<file path="config.mk">
export PLATFORM = sky130hd
export DESIGN_NAME = frame_codec
export DESIGN_NICKNAME = d
export VERILOG_FILES = /design/src/rtl/frame_codec_pkg.sv /design/src/rtl/frame_crc8_fold.sv /design/src/rtl/frame_tx_build.sv /design/src/rtl/frame_rx_parse.sv /design/src/rtl/frame_codec.sv
export SDC_FILE = /design/constraint.sdc
export NUM_CORES = 1
export LEC_CHECK = 0
export CORE_MARGIN = 3
export CORE_UTILIZATION = 46
export CTS_CLUSTER_DIAMETER = 60
export DETAILED_ROUTE_END_ITERATION = 12
export GPL_ROUTABILITY_DRIVEN = 1
export PLACE_DENSITY = 0.95
export SLEW_MARGIN = 20
export SYNTH_ARGS = -nofsm -noshare
export SYNTH_HDL_FRONTEND = slang
export SYNTH_SLANG_ARGS = --single-unit
</file>
<file path="constraint.sdc">
create_clock -name clk -period 4.9 [get_ports clk]
set_input_delay 0.735 -clock clk [delete_from_list [all_inputs] [get_ports clk]]
set_output_delay 0.735 -clock clk [all_outputs]
set_load 0.02 [all_outputs]
</file>
<file path="src/rtl/frame_codec_pkg.sv">
package frame_codec_pkg;

   localparam logic [31:0] READOUT_WORD = 32'hF800_030A;
   localparam logic [2:0]  WR_TRAILER   = 3'b010;

   typedef enum logic {
      FRM_CONV = 1'b0,
      FRM_RDBK = 1'b1
   } frame_kind_e;

   // one byte through eight shift-and-reduce steps
   function automatic logic [7:0] crc_byte_step(input logic [7:0] b, input logic [7:0] poly);
      logic [7:0] c;
      c = b;
      for (int i = 0; i < 8; i++) begin
         c = c[7] ? ((c << 1) ^ poly) : (c << 1);
      end
      return c;
   endfunction

endpackage

</file>
<file path="src/rtl/frame_crc8_fold.sv">
module frame_crc8_fold
   import frame_codec_pkg::*;
#(
   parameter logic [7:0] POLY    = 8'h2F,
   parameter int         IN_W    = 22,
   parameter bit         USE_LUT = 1'b0
) (
   input  logic [IN_W-1:0] din,
   output logic [7:0]      crc
);

   localparam int FOLD_W = 24;

   generate
      if (IN_W < 17 || IN_W > FOLD_W) begin : g_bad_width
         $error("frame_crc8_fold: IN_W must lie in 17..24");
      end
   endgenerate

   logic [FOLD_W-1:0] v;
   logic [7:0]        s1;
   logic [7:0]        s2;

   assign v = FOLD_W'(din);

   generate
      if (USE_LUT) begin : g_lut
         logic [7:0] lut [256];
         for (genvar g = 0; g < 256; g++) begin : g_entry
            assign lut[g] = crc_byte_step(8'(g), POLY);
         end
         assign s1 = lut[v[23:16]];
         assign s2 = lut[s1 ^ v[15:8]];
      end else begin : g_calc
         assign s1 = crc_byte_step(v[23:16], POLY);
         assign s2 = crc_byte_step(s1 ^ v[15:8], POLY);
      end
   endgenerate

   assign crc = s2 ^ v[7:0];

endmodule

</file>
<file path="src/rtl/frame_tx_build.sv">
module frame_tx_build
   import frame_codec_pkg::*;
#(
   parameter int         DEV_W   = 5,
   parameter int         REG_W   = 6,
   parameter int         DATA_W  = 8,
   parameter int         WORD_W  = 32,
   parameter logic [7:0] POLY    = 8'h2F,
   parameter bit         USE_LUT = 1'b0
) (
   input  logic [DEV_W-1:0]  dev_addr,
   input  logic [REG_W-1:0]  reg_addr,
   input  logic [DATA_W-1:0] data,
   input  logic              bcast,
   input  logic              readout,
   output logic [WORD_W-1:0] word
);

   localparam int HDR_W = DEV_W + REG_W + DATA_W + 2;

   generate
      if (WORD_W != 32) begin : g_bad_word
         $error("frame_tx_build: WORD_W must be 32");
      end
      if (HDR_W + 8 + 3 != WORD_W) begin : g_bad_fields
         $error("frame_tx_build: header, checksum and trailer must fill the word");
      end
   endgenerate

   logic [HDR_W-1:0] hdr;
   logic [7:0]       crc;
   logic [WORD_W-1:0] wr_word;

   assign hdr = {dev_addr, reg_addr, data, bcast, 1'b0};

   frame_crc8_fold #(
      .POLY    (POLY),
      .IN_W    (HDR_W),
      .USE_LUT (USE_LUT)
   ) u_crc (
      .din (hdr),
      .crc (crc)
   );

   assign wr_word = {hdr, crc, WR_TRAILER};
   assign word    = readout ? READOUT_WORD : wr_word;

endmodule

</file>
<file path="src/rtl/frame_rx_parse.sv">
module frame_rx_parse
   import frame_codec_pkg::*;
#(
   parameter int         DEV_W   = 5,
   parameter int         REG_W   = 6,
   parameter int         DATA_W  = 8,
   parameter int         CH_W    = 4,
   parameter int         RES_W   = 12,
   parameter int         WORD_W  = 32,
   parameter logic [7:0] POLY    = 8'h2F,
   parameter bit         USE_LUT = 1'b0
) (
   input  logic              valid,
   input  logic              kind,
   input  logic [WORD_W-1:0] word,
   input  logic [DEV_W-1:0]  exp_dev,
   input  logic [REG_W-1:0]  exp_idx,
   output logic              crc_ok,
   output logic              crc_err,
   output logic              addr_err,
   output logic              empty,
   output logic [DEV_W-1:0]  dev,
   output logic [REG_W-1:0]  idx,
   output logic [RES_W-1:0]  data
);

   localparam int CHK_LO  = 10;
   localparam int CHK_W   = WORD_W - CHK_LO;
   localparam int DEV_LO  = WORD_W - DEV_W;
   localparam int CH_LO   = DEV_LO - CH_W;
   localparam int RES_LO  = CH_LO - RES_W;
   localparam int REG_LO  = DEV_LO - REG_W;
   localparam int VAL_LO  = REG_LO - DATA_W;

   generate
      if (CH_W > REG_W || DATA_W > RES_W) begin : g_bad_fields
         $error("frame_rx_parse: narrow fields must fit the wide outputs");
      end
      if (RES_LO < CHK_LO || VAL_LO < CHK_LO) begin : g_bad_overlap
         $error("frame_rx_parse: payload overlaps the checksum");
      end
   endgenerate

   logic [7:0]       crc_calc;
   logic             crc_match;
   logic [DEV_W-1:0] f_dev;
   logic [REG_W-1:0] f_idx;
   logic [RES_W-1:0] f_data;

   frame_crc8_fold #(
      .POLY    (POLY),
      .IN_W    (CHK_W),
      .USE_LUT (USE_LUT)
   ) u_crc (
      .din (word[WORD_W-1:CHK_LO]),
      .crc (crc_calc)
   );

   assign crc_match = (crc_calc == word[CHK_LO-1:CHK_LO-8]);
   assign f_dev     = word[WORD_W-1:DEV_LO];

   always_comb begin
      if (frame_kind_e'(kind) == FRM_CONV) begin
         f_idx  = REG_W'(word[DEV_LO-1:CH_LO]);
         f_data = word[CH_LO-1:RES_LO];
      end else begin
         f_idx  = word[DEV_LO-1:REG_LO];
         f_data = RES_W'(word[REG_LO-1:VAL_LO]);
      end
   end

   assign crc_ok   = valid & crc_match;
   assign crc_err  = valid & ~crc_match;
   assign addr_err = valid & ((f_dev != exp_dev) | (f_idx != exp_idx));
   assign empty    = valid & (word == '0);
   assign dev      = valid ? f_dev  : '0;
   assign idx      = valid ? f_idx  : '0;
   assign data     = valid ? f_data : '0;

endmodule

</file>
<file path="src/rtl/frame_codec.sv">
module frame_codec
   import frame_codec_pkg::*;
#(
   parameter int         DEV_W   = 5,
   parameter int         REG_W   = 6,
   parameter int         DATA_W  = 8,
   parameter int         CH_W    = 4,
   parameter int         RES_W   = 12,
   parameter int         WORD_W  = 32,
   parameter logic [7:0] POLY    = 8'h2F,
   parameter bit         USE_LUT = 1'b0
) (
   input  logic              clk,
   input  logic              rst_n,
   input  logic              tx_valid,
   input  logic              tx_readout,
   input  logic [DEV_W-1:0]  tx_dev_addr,
   input  logic [REG_W-1:0]  tx_reg_addr,
   input  logic [DATA_W-1:0] tx_data,
   input  logic              tx_bcast,
   output logic              tx_word_valid,
   output logic [WORD_W-1:0] tx_word,
   input  logic              rx_valid,
   input  logic              rx_kind,
   input  logic [WORD_W-1:0] rx_word,
   input  logic [DEV_W-1:0]  rx_exp_dev,
   input  logic [REG_W-1:0]  rx_exp_idx,
   output logic              rx_crc_ok,
   output logic              rx_crc_err,
   output logic              rx_addr_err,
   output logic              rx_empty,
   output logic [DEV_W-1:0]  rx_dev,
   output logic [REG_W-1:0]  rx_idx,
   output logic [RES_W-1:0]  rx_data
);

   logic [WORD_W-1:0] tx_next;

   frame_tx_build #(
      .DEV_W   (DEV_W),
      .REG_W   (REG_W),
      .DATA_W  (DATA_W),
      .WORD_W  (WORD_W),
      .POLY    (POLY),
      .USE_LUT (USE_LUT)
   ) u_tx (
      .dev_addr (tx_dev_addr),
      .reg_addr (tx_reg_addr),
      .data     (tx_data),
      .bcast    (tx_bcast),
      .readout  (tx_readout),
      .word     (tx_next)
   );

   always_ff @(posedge clk or negedge rst_n) begin
      if (!rst_n) begin
         tx_word_valid <= 1'b0;
         tx_word       <= '0;
      end else begin
         tx_word_valid <= tx_valid;
         if (tx_valid) begin
            tx_word <= tx_next;
         end
      end
   end

   frame_rx_parse #(
      .DEV_W   (DEV_W),
      .REG_W   (REG_W),
      .DATA_W  (DATA_W),
      .CH_W    (CH_W),
      .RES_W   (RES_W),
      .WORD_W  (WORD_W),
      .POLY    (POLY),
      .USE_LUT (USE_LUT)
   ) u_rx (
      .valid    (rx_valid),
      .kind     (rx_kind),
      .word     (rx_word),
      .exp_dev  (rx_exp_dev),
      .exp_idx  (rx_exp_idx),
      .crc_ok   (rx_crc_ok),
      .crc_err  (rx_crc_err),
      .addr_err (rx_addr_err),
      .empty    (rx_empty),
      .dev      (rx_dev),
      .idx      (rx_idx),
      .data     (rx_data)
   );

endmodule

</file>
==> results of run 1 <==
[placed cells by master (no fill, tap or decap), types with 2 or more instances in the layout]
cell,Yosys,layout
sky130_fd_sc_hd__clkinv_2,0,2
sky130_fd_sc_hd__xnor3_2,2,2
sky130_fd_sc_hd__xnor2_1,68,67
sky130_fd_sc_hd__conb_1,1,3
sky130_fd_sc_hd__inv_1,19,19
sky130_fd_sc_hd__nor3_1,3,3
sky130_fd_sc_hd__nand3b_1,16,16
sky130_fd_sc_hd__nand3_1,4,4
sky130_fd_sc_hd__nor2b_1,14,14
sky130_fd_sc_hd__xor2_1,28,28
sky130_fd_sc_hd__and2_2,2,2
sky130_fd_sc_hd__and3_1,3,3
sky130_fd_sc_hd__buf_4,4,12
sky130_fd_sc_hd__o21ai_0,17,17
sky130_fd_sc_hd__dfrtp_1,30,30
sky130_fd_sc_hd__and2_1,9,9
sky130_fd_sc_hd__clkdlybuf4s50_1,0,123
sky130_fd_sc_hd__nor4_1,6,6
sky130_fd_sc_hd__nand4_1,3,3
sky130_fd_sc_hd__clkbuf_8,0,5
sky130_fd_sc_hd__nor4b_1,2,2
sky130_fd_sc_hd__mux2i_1,15,15
sky130_fd_sc_hd__a21oi_1,7,7
sky130_fd_sc_hd__a22o_1,5,5
sky130_fd_sc_hd__nor2_1,15,15
sky130_fd_sc_hd__xnor2_2,7,8
[layer usage]
layer	vias to the layer above	GRT usage (%)	part of all wire [%]
met1	1296	28.0	38
met4	0	9.64	3.1
met5	-	0	0
met3	24	4.90	6.3
met2	106	44.2	53
li1	1270	-	-
[cells by family (layout without fill, tap and decap cells)]
group / Yosys count / count (layout) / synth area share (%)
flops: 30 / 30 / 25.6
compound gates: 36 / 36 / 7.72
other cells: 1 / 3 / 0.128
fa+ha+maj: 1 / 1 / 0.427
buf+inv: 44 / 163 / 7.51
simple gates: 81 / 81 / 16.8
xor+xnor: 108 / 108 / 36.7
mux: 15 / 15 / 5.12
[where the power goes]
part | switching [mW] | leakage (nW) | internal (mW) | total, mW
clock | 0.0878 | 0.0438 | 0.0949 | 0.183
sequential | 0.0217 | 0.362 | 0.285 | 0.307
combinational | 0.345 | 1.34 | 0.359 | 0.704
total | 0.454 | 1.74 | 0.739 | 1.19
[layout make-up]
type	instances	area [um2]	area share (%)
multi-input combinational	244	1990	46.0
tap	75	93.8	2.17
inverter	19	71.3	1.65
clock buffer	5	68.8	1.59
clock inverter	2	10.0	0.231
sequential	30	751	17.4
timing repair buffer	137	1340	31.0
[repair_timing]
| item | in CTS | in global routing |
|---|---|---|
| endpoints found under the setup margin | 1 | 1 |
| gates resized for setup | 3 | 1 |
| setup buffers | 0 | 0 |
[final timing paths]
kind	start	endpoint	slack (ps)	cells past startpoint
max	rx_word[30]	rx_crc_ok	230	11
min in group asynchronous	rst_n	tx_word[29]$_DFFE_PN0P_	840	2
max in group asynchronous	rst_n	tx_word[22]$_DFFE_PN0P_	3780	2
max reg2reg	tx_word[1]$_DFFE_PN0P_	tx_word[1]$_DFFE_PN0P_	4130	1
min reg2reg	tx_word[1]$_DFFE_PN0P_	tx_word[1]$_DFFE_PN0P_	490	1
min	tx_word[1]$_DFFE_PN0P_	tx_word[1]$_DFFE_PN0P_	490	1
[registers in the layout, summed over array words and instances, names as in the netlist]
name / count
tx_word: 29
tx_word_valid: 1
[stage by stage]
step / power (mW) / hold slack (ps) / cell area [um2]
2_1_floorplan: 0.766 / 439 / 2940
4_1_cts: 1.19 / 482 / 4320
6_report: 1.19 / 487 / 4330
3_5_place_dp: 1.00 / 464 / 4230
3_3_place_gp: 0.974 / 452 / 4230
5_1_grt: 1.26 / 502 / 4330
==> metrics.log, run 1 <==
INFO  metric clock-sinks = 30
INFO  metric worst_path_cell_chain = clkdlybuf4s50_1, inv_1, ha_1, xnor3_2, xnor2_4, xnor2_2, xnor2_1, or4_4, a221oi_4, and2_1, dlygate4sd2_1
INFO  metric globalRoute.totalOverflow = 0
INFO  metric synth_top_area_share = around a quarter
INFO  metric vias = approximately 2700
INFO  metric timing.critical_path.slowest_cell_delay = around 550 ps
INFO  metric layout_cells_sized_above_1 = about 8%
INFO  metric per_instance_average_area_after_synthesis = about 9.3 um2
INFO  metric cts.root.buffer_cell = sky130_fd_sc_hd__clkbuf_8
INFO  metric die_y = 85.8 um
INFO  metric ys_ff_latch = 30
INFO  metric postRouteAntennaNets = 0
INFO  metric ys_top_cells_by_count = sky130_fd_sc_hd__xnor2_1 (68), sky130_fd_sc_hd__dfrtp_1 (30), sky130_fd_sc_hd__xor2_1 (28)
INFO  metric antenna_found_initial = 0
INFO  metric final.fill_count = 405
INFO  metric maxSlewHeadroom = 52.0%
INFO  metric initial_core_util = about half
INFO  metric die_width = around 86 um
INFO  metric postSynth.topFlopCell = sky130_fd_sc_hd__dfrtp_1
INFO  metric detail_route.first_pass.iterations = 4
INFO  metric timing.setup.critical_path_class = in -> out
INFO  metric synth.cell_area = 2930 um2
INFO  metric outcome = finished clean
INFO  metric clockBufferDepth = 2
INFO  metric grt_pass1_wl = about 14000 um
INFO  metric fin_crit_sh = between 90% and 100%
INFO  metric cp_top_family = XOR/XNOR gates
INFO  metric wl_per_cell = 17.3 um
INFO  metric yosysSeqAreaShare = between 20% and 30%
INFO  metric critical_path.n_buffers_inverters = 3
INFO  metric core_area = approximately 6100 um2
INFO  metric total_clock_buffers_created_by_cts = 5
INFO  metric die_outline_area = roughly 7400 um2
INFO  metric postLayoutSetupSlackWorst = approximately 230 ps
INFO  metric drv_cap = 0
INFO  metric vdd.ir_drop.worst = 0.000265 V
INFO  metric hold_viol_final = 0
INFO  metric placement.io_buffers = between 100 and 150
INFO  metric report.final.slew_viol_count = 0
INFO  metric post_synth_main_area_contributors = sky130_fd_sc_hd__dfrtp_1 (26%), sky130_fd_sc_hd__xnor2_1 (20%), sky130_fd_sc_hd__xor2_1 (8.4%)
INFO  metric cp_slowest_cell = sky130_fd_sc_hd__or4_4
INFO  metric hold_buffers = 0
INFO  metric startpoint_types = primary input
INFO  metric totalNegativeSetupSlack = 0 ps
INFO  metric grt_util_all_layers = roughly a quarter
INFO  metric syn_inst = 316
INFO  metric ctsHtreeMaxLevel = 2
INFO  metric yosysWarningCount = 0
INFO  metric max_clock_freq = 0.214 GHz
INFO  metric critPathRequiredTime = about 4200 ps
INFO  metric post-synth-top-area-cell = sky130_fd_sc_hd__dfrtp_1
INFO  metric post-route-util = 71.4%
INFO  metric vias_in_the_first_global_route = roughly 2800
INFO  metric rsz0062_at_grt = false
INFO  metric synthArstFlopShare = 100%
INFO  metric rows = 28
INFO  metric area_growth = 47.5%
INFO  metric dp_cells = around 510
INFO  metric synth.lib_cells_used.distinct = 43
INFO  metric wirelength = approximately 8800 um
INFO  metric worst_setup_path_end_kind = output pin
INFO  metric cts_tree = built
INFO  metric grt_max_degree = 48
INFO  metric crit_path_max_fanout = 5
INFO  metric boundaryPins = approximately 130
INFO  metric drt_iter0_drc = 90
INFO  metric post-dp-hpwl = 7140 um
INFO  metric layoutNonFillerInstCount = 512
INFO  metric synth_enable_flop_cells = 0
INFO  metric clock-skew-final = 0 ps
INFO  metric clk-insertion-delay-late = 280 ps
INFO  metric detailedPlace.worstSlack = -44.5 ps
INFO  metric gpl.final_weighted_congestion = around 0.9
INFO  metric detail_route.drc_violations = 0
INFO  metric nets = 507
INFO  metric power.static_leakage = 1.74 nW
INFO  metric power_density = approximately 280 nW/um2
INFO  metric setup_viol = 0
INFO  metric worstMarginPinSlew = approximately 720 ps
INFO  metric hold_path_class = reg -> reg
INFO  metric clkTransAtPathRegs = approximately 60 ps
INFO  metric post-synth-top-count-cell = sky130_fd_sc_hd__xnor2_1
INFO  metric final.min_clock_period = between 4000 and 5000 ps
INFO  metric arrival = 3940 ps
INFO  metric viasPerCell = ~5.3
INFO  metric diodes = 0
Note: power is estimated with default switching activity, not from simulation.
==> inputs of run 2 (changes only) <==
Settings changed: PLACE_DENSITY 0.95 to 0.87.
==> run 2 against run 1 <==
Count of clock-buffer cells in the layout is the same. Highest routed layer unchanged. Critical endpoint unchanged. Clock power increased by 34%. Die area unchanged. First-iteration DRC count rose by 34%. Clock skew did not move. Register-to-register slack about the same. Critical path type unchanged.
==> metrics.log, run 2 (synthesis results as in run 1) <==
INFO  metric vdd.ir_drop.worst = 0.000295 V (+11%)
INFO  metric drv_cap = 0 (unchanged)
INFO  metric arrival = 3930 ps (about the same)
INFO  metric globalRoute.totalOverflow = 0 (unchanged)
INFO  metric global_route.usage.met1 = 28.1% (+0.077 points)
INFO  metric groute.layer.met2.usage = 43.6% (-0.64 points)
INFO  metric wirelength = 8680 um (-1.9%)
INFO  metric viasPerCell = 5.26 (about the same)
INFO  metric boundaryPins = 129 (unchanged)
INFO  metric dp_cells = 506 (+0.20%)
INFO  metric critPathRequiredTime = 4160 ps (about the same)
INFO  metric initial_core_util = 48.4% (unchanged)
INFO  metric timing.setup.critical_path_class = in -> out
INFO  metric clk-insertion-delay-late = 270 ps (about the same)
INFO  metric crit_path_max_fanout = 5 (unchanged)
INFO  metric vias_in_the_first_global_route = 2822 (-0.18%)
INFO  metric fin_crit_sh = 95.3% (-0.10 points)
INFO  metric whs_path_depth = 1 (unchanged)
INFO  metric clkTransAtPathRegs = 60 ps (about the same)
INFO  metric outcome = finished clean
INFO  metric die_width = 85.8 um (unchanged)
INFO  metric cts_tree = built
INFO  metric groute.layer.met3.usage = 4.90% (unchanged)
INFO  metric post-dp-hpwl = 7170 um (+0.36%)
INFO  metric post_cts_buffers = 0 (unchanged)
INFO  metric final.fill_count = 443 (+9.4%)
INFO  metric worst_r2r_path_depth = 1 (unchanged)
INFO  metric critical_path.n_buffers_inverters = 3 (unchanged)
INFO  metric clock-skew-final = 0 ps (unchanged)
INFO  metric layoutNonFillerInstCount = 514 (+0.39%)
INFO  metric clockBufferDepth = 2 (unchanged)
INFO  metric antenna_found_initial = 0 (unchanged)
INFO  metric die_outline_area = 7370 um2 (unchanged)
INFO  metric setup_viol = 0 (unchanged)
INFO  metric grt_max_degree = 31 (-35%)
INFO  metric drt_iter0_drc = 121 (+34%)
INFO  metric largest_register_ffs = 29 (unchanged)
INFO  metric wl_per_cell = 16.9 um (-2.2%)
INFO  metric rsz0062_at_grt = false
INFO  metric placement.io_buffers = 125 (unchanged)
INFO  metric worst_setup_path_end_kind = output pin
INFO  metric layout.cells.most_common = sky130_fd_sc_hd__clkdlybuf4s50_1
INFO  metric area.sequential = 751 um2 (unchanged)
INFO  metric cts.root.buffer_cell = sky130_fd_sc_hd__clkbuf_8
INFO  metric min_delay_worst_endpoint = tx_word[1]$_DFFE_PN0P_
INFO  metric hold_path_startpoint = tx_word[1]$_DFFE_PN0P_
INFO  metric postLayoutSetupSlackWorst = 231 ps (+5.09 ps)
INFO  metric crit_path_frequent_cell = sky130_fd_sc_hd__xnor2_4
INFO  metric die_y = 85.8 um (unchanged)
INFO  metric core_area = 6060 um2 (unchanged)
INFO  metric max_clock_freq = 0.214 GHz (+0.11%)
INFO  metric power.static_leakage = 1.75 nW (+0.37%)
INFO  metric critical_path.reg2reg.startpoint = tx_word[1]$_DFFE_PN0P_
INFO  metric layout_cells_sized_above_1 = 8.66% (+0.65 points)
INFO  metric diodes = 0 (unchanged)
INFO  metric total_clock_buffers_created_by_cts = 5 (unchanged)
INFO  metric rows = 28 (unchanged)
INFO  metric grt_util_all_layers = 23.8% (-0.60 points)
INFO  metric hold_slack = 472 ps (-14.3 ps)
INFO  metric hold_viol_final = 0 (unchanged)
INFO  metric ctsHtreeMaxLevel = 2 (unchanged)
INFO  metric multiInputGateArea = 2000 um2 (+0.38%)
INFO  metric globalRoute.busiestLayer = met2
INFO  metric timing.critical_path.slowest_cell_delay = 520 ps (-30 ps)
INFO  metric report.final.slew_viol_count = 0 (unchanged)
INFO  metric cp_top_family = XOR/XNOR gates
INFO  metric post-route-util = 72.1% (+0.74 points)
INFO  metric register_with_the_highest_flop_count = tx_word
INFO  metric worst_path_cell_chain = clkdlybuf4s50_1, inv_1, ha_1, xnor3_2, xnor2_4, xnor2_4, xnor2_1, or4_4, a221oi_2, and2_1, dlygate4sd2_1
INFO  metric maxSlewHeadroom = 36.5% (-16 points)
INFO  metric detailedPlace.worstSlack = -42.3 ps (+2.12 ps)
INFO  metric highest_count_cells_in_the_layout_ignoring_fill_and_taps = sky130_fd_sc_hd__clkdlybuf4s50_1 (123), sky130_fd_sc_hd__xnor2_1 (66), sky130_fd_sc_hd__dfrtp_1 (30)
INFO  metric vias = 2706 (+0.37%)
INFO  metric grt_pass1_wl = 13900 um (-2.1%)
INFO  metric total_power = 1.25 mW (+5.1%)
INFO  metric largest_registers = tx_word x29, tx_word_valid x1
INFO  metric startpoint_types = primary input
INFO  metric setup.reg_to_reg.worst_slack = 4140 ps (about the same)
INFO  metric final.min_clock_period = 4670 ps (-5.09 ps)
INFO  metric postRouteAntennaNets = 0 (unchanged)
INFO  metric worstReg2RegEnd = tx_word[1]$_DFFE_PN0P_
INFO  metric detail_route.first_pass.iterations = 4 (unchanged)
INFO  metric area_growth = 49.0%
INFO  metric worstMarginPinSlew = 950 ps (+232 ps)
INFO  metric detail_route.drc_violations = 0 (unchanged)
INFO  metric clock-sinks = 30 (unchanged)
INFO  metric gpl.final_weighted_congestion = 0.909 (+1.5%)
INFO  metric power_density = 287 nW/um2 (+4.0%)
INFO  metric cp_slowest_cell = sky130_fd_sc_hd__or4_4
INFO  metric hold_path_class = reg -> reg
INFO  metric nets = 508 (+0.20%)
run 2: cell types whose count changed in the layout (fill, tap and decap cells not counted), sizes merged:
cell / delta
bufinv: +1
buf: +1
run 2: how the worst max path moves through the flow:
stage,start,slack (ps),cells after the start,end
2_1_floorplan,rx_word[31],1010,11,rx_crc_ok
3_3_place_gp,rx_word[31],70,11,rx_crc_ok
3_5_place_dp,rx_word[31],-40,11,rx_crc_ok
4_1_cts,rx_word[31],120,11,rx_crc_err
5_1_grt,rx_word[30],100,11,rx_crc_ok
6_report,rx_word[31],230,11,rx_crc_ok
run 2: report_power, final:
group	switching [mW]	internal (mW)
clock	0.0951	0.149
sequential	0.0208	0.285
combinational	0.339	0.365
run 2: area by class of cell:
class	instances	share of cell area (%)
clock inverter	3	0.916
tap	75	2.15
timing repair buffer	138	30.9
inverter	19	1.63
multi-input combinational	244	45.7
sequential	30	17.2
clock buffer	5	1.57
run 2: timing repair:
action | in CTS | in global routing
hold buffers | 0 | 0
endpoints found under the setup margin | 1 | 1
resized for setup | 3 | 2
run 2: through the flow:
stage	area, um2	TNS [ps]
global route	4370	0
finish	4370	0
detailed placement	4230	-42.3
CTS	4360	0
global placement	4230	0
floorplan	2940	0
run 2: per-layer routing:
metal	routed length [um]	vias up	share of wire, %
met5	0	-	0
met4	125	0	1.4
met3	516	10	5.9
met2	4610	97	53
met1	3420	1328	39
li1	-	1271	-
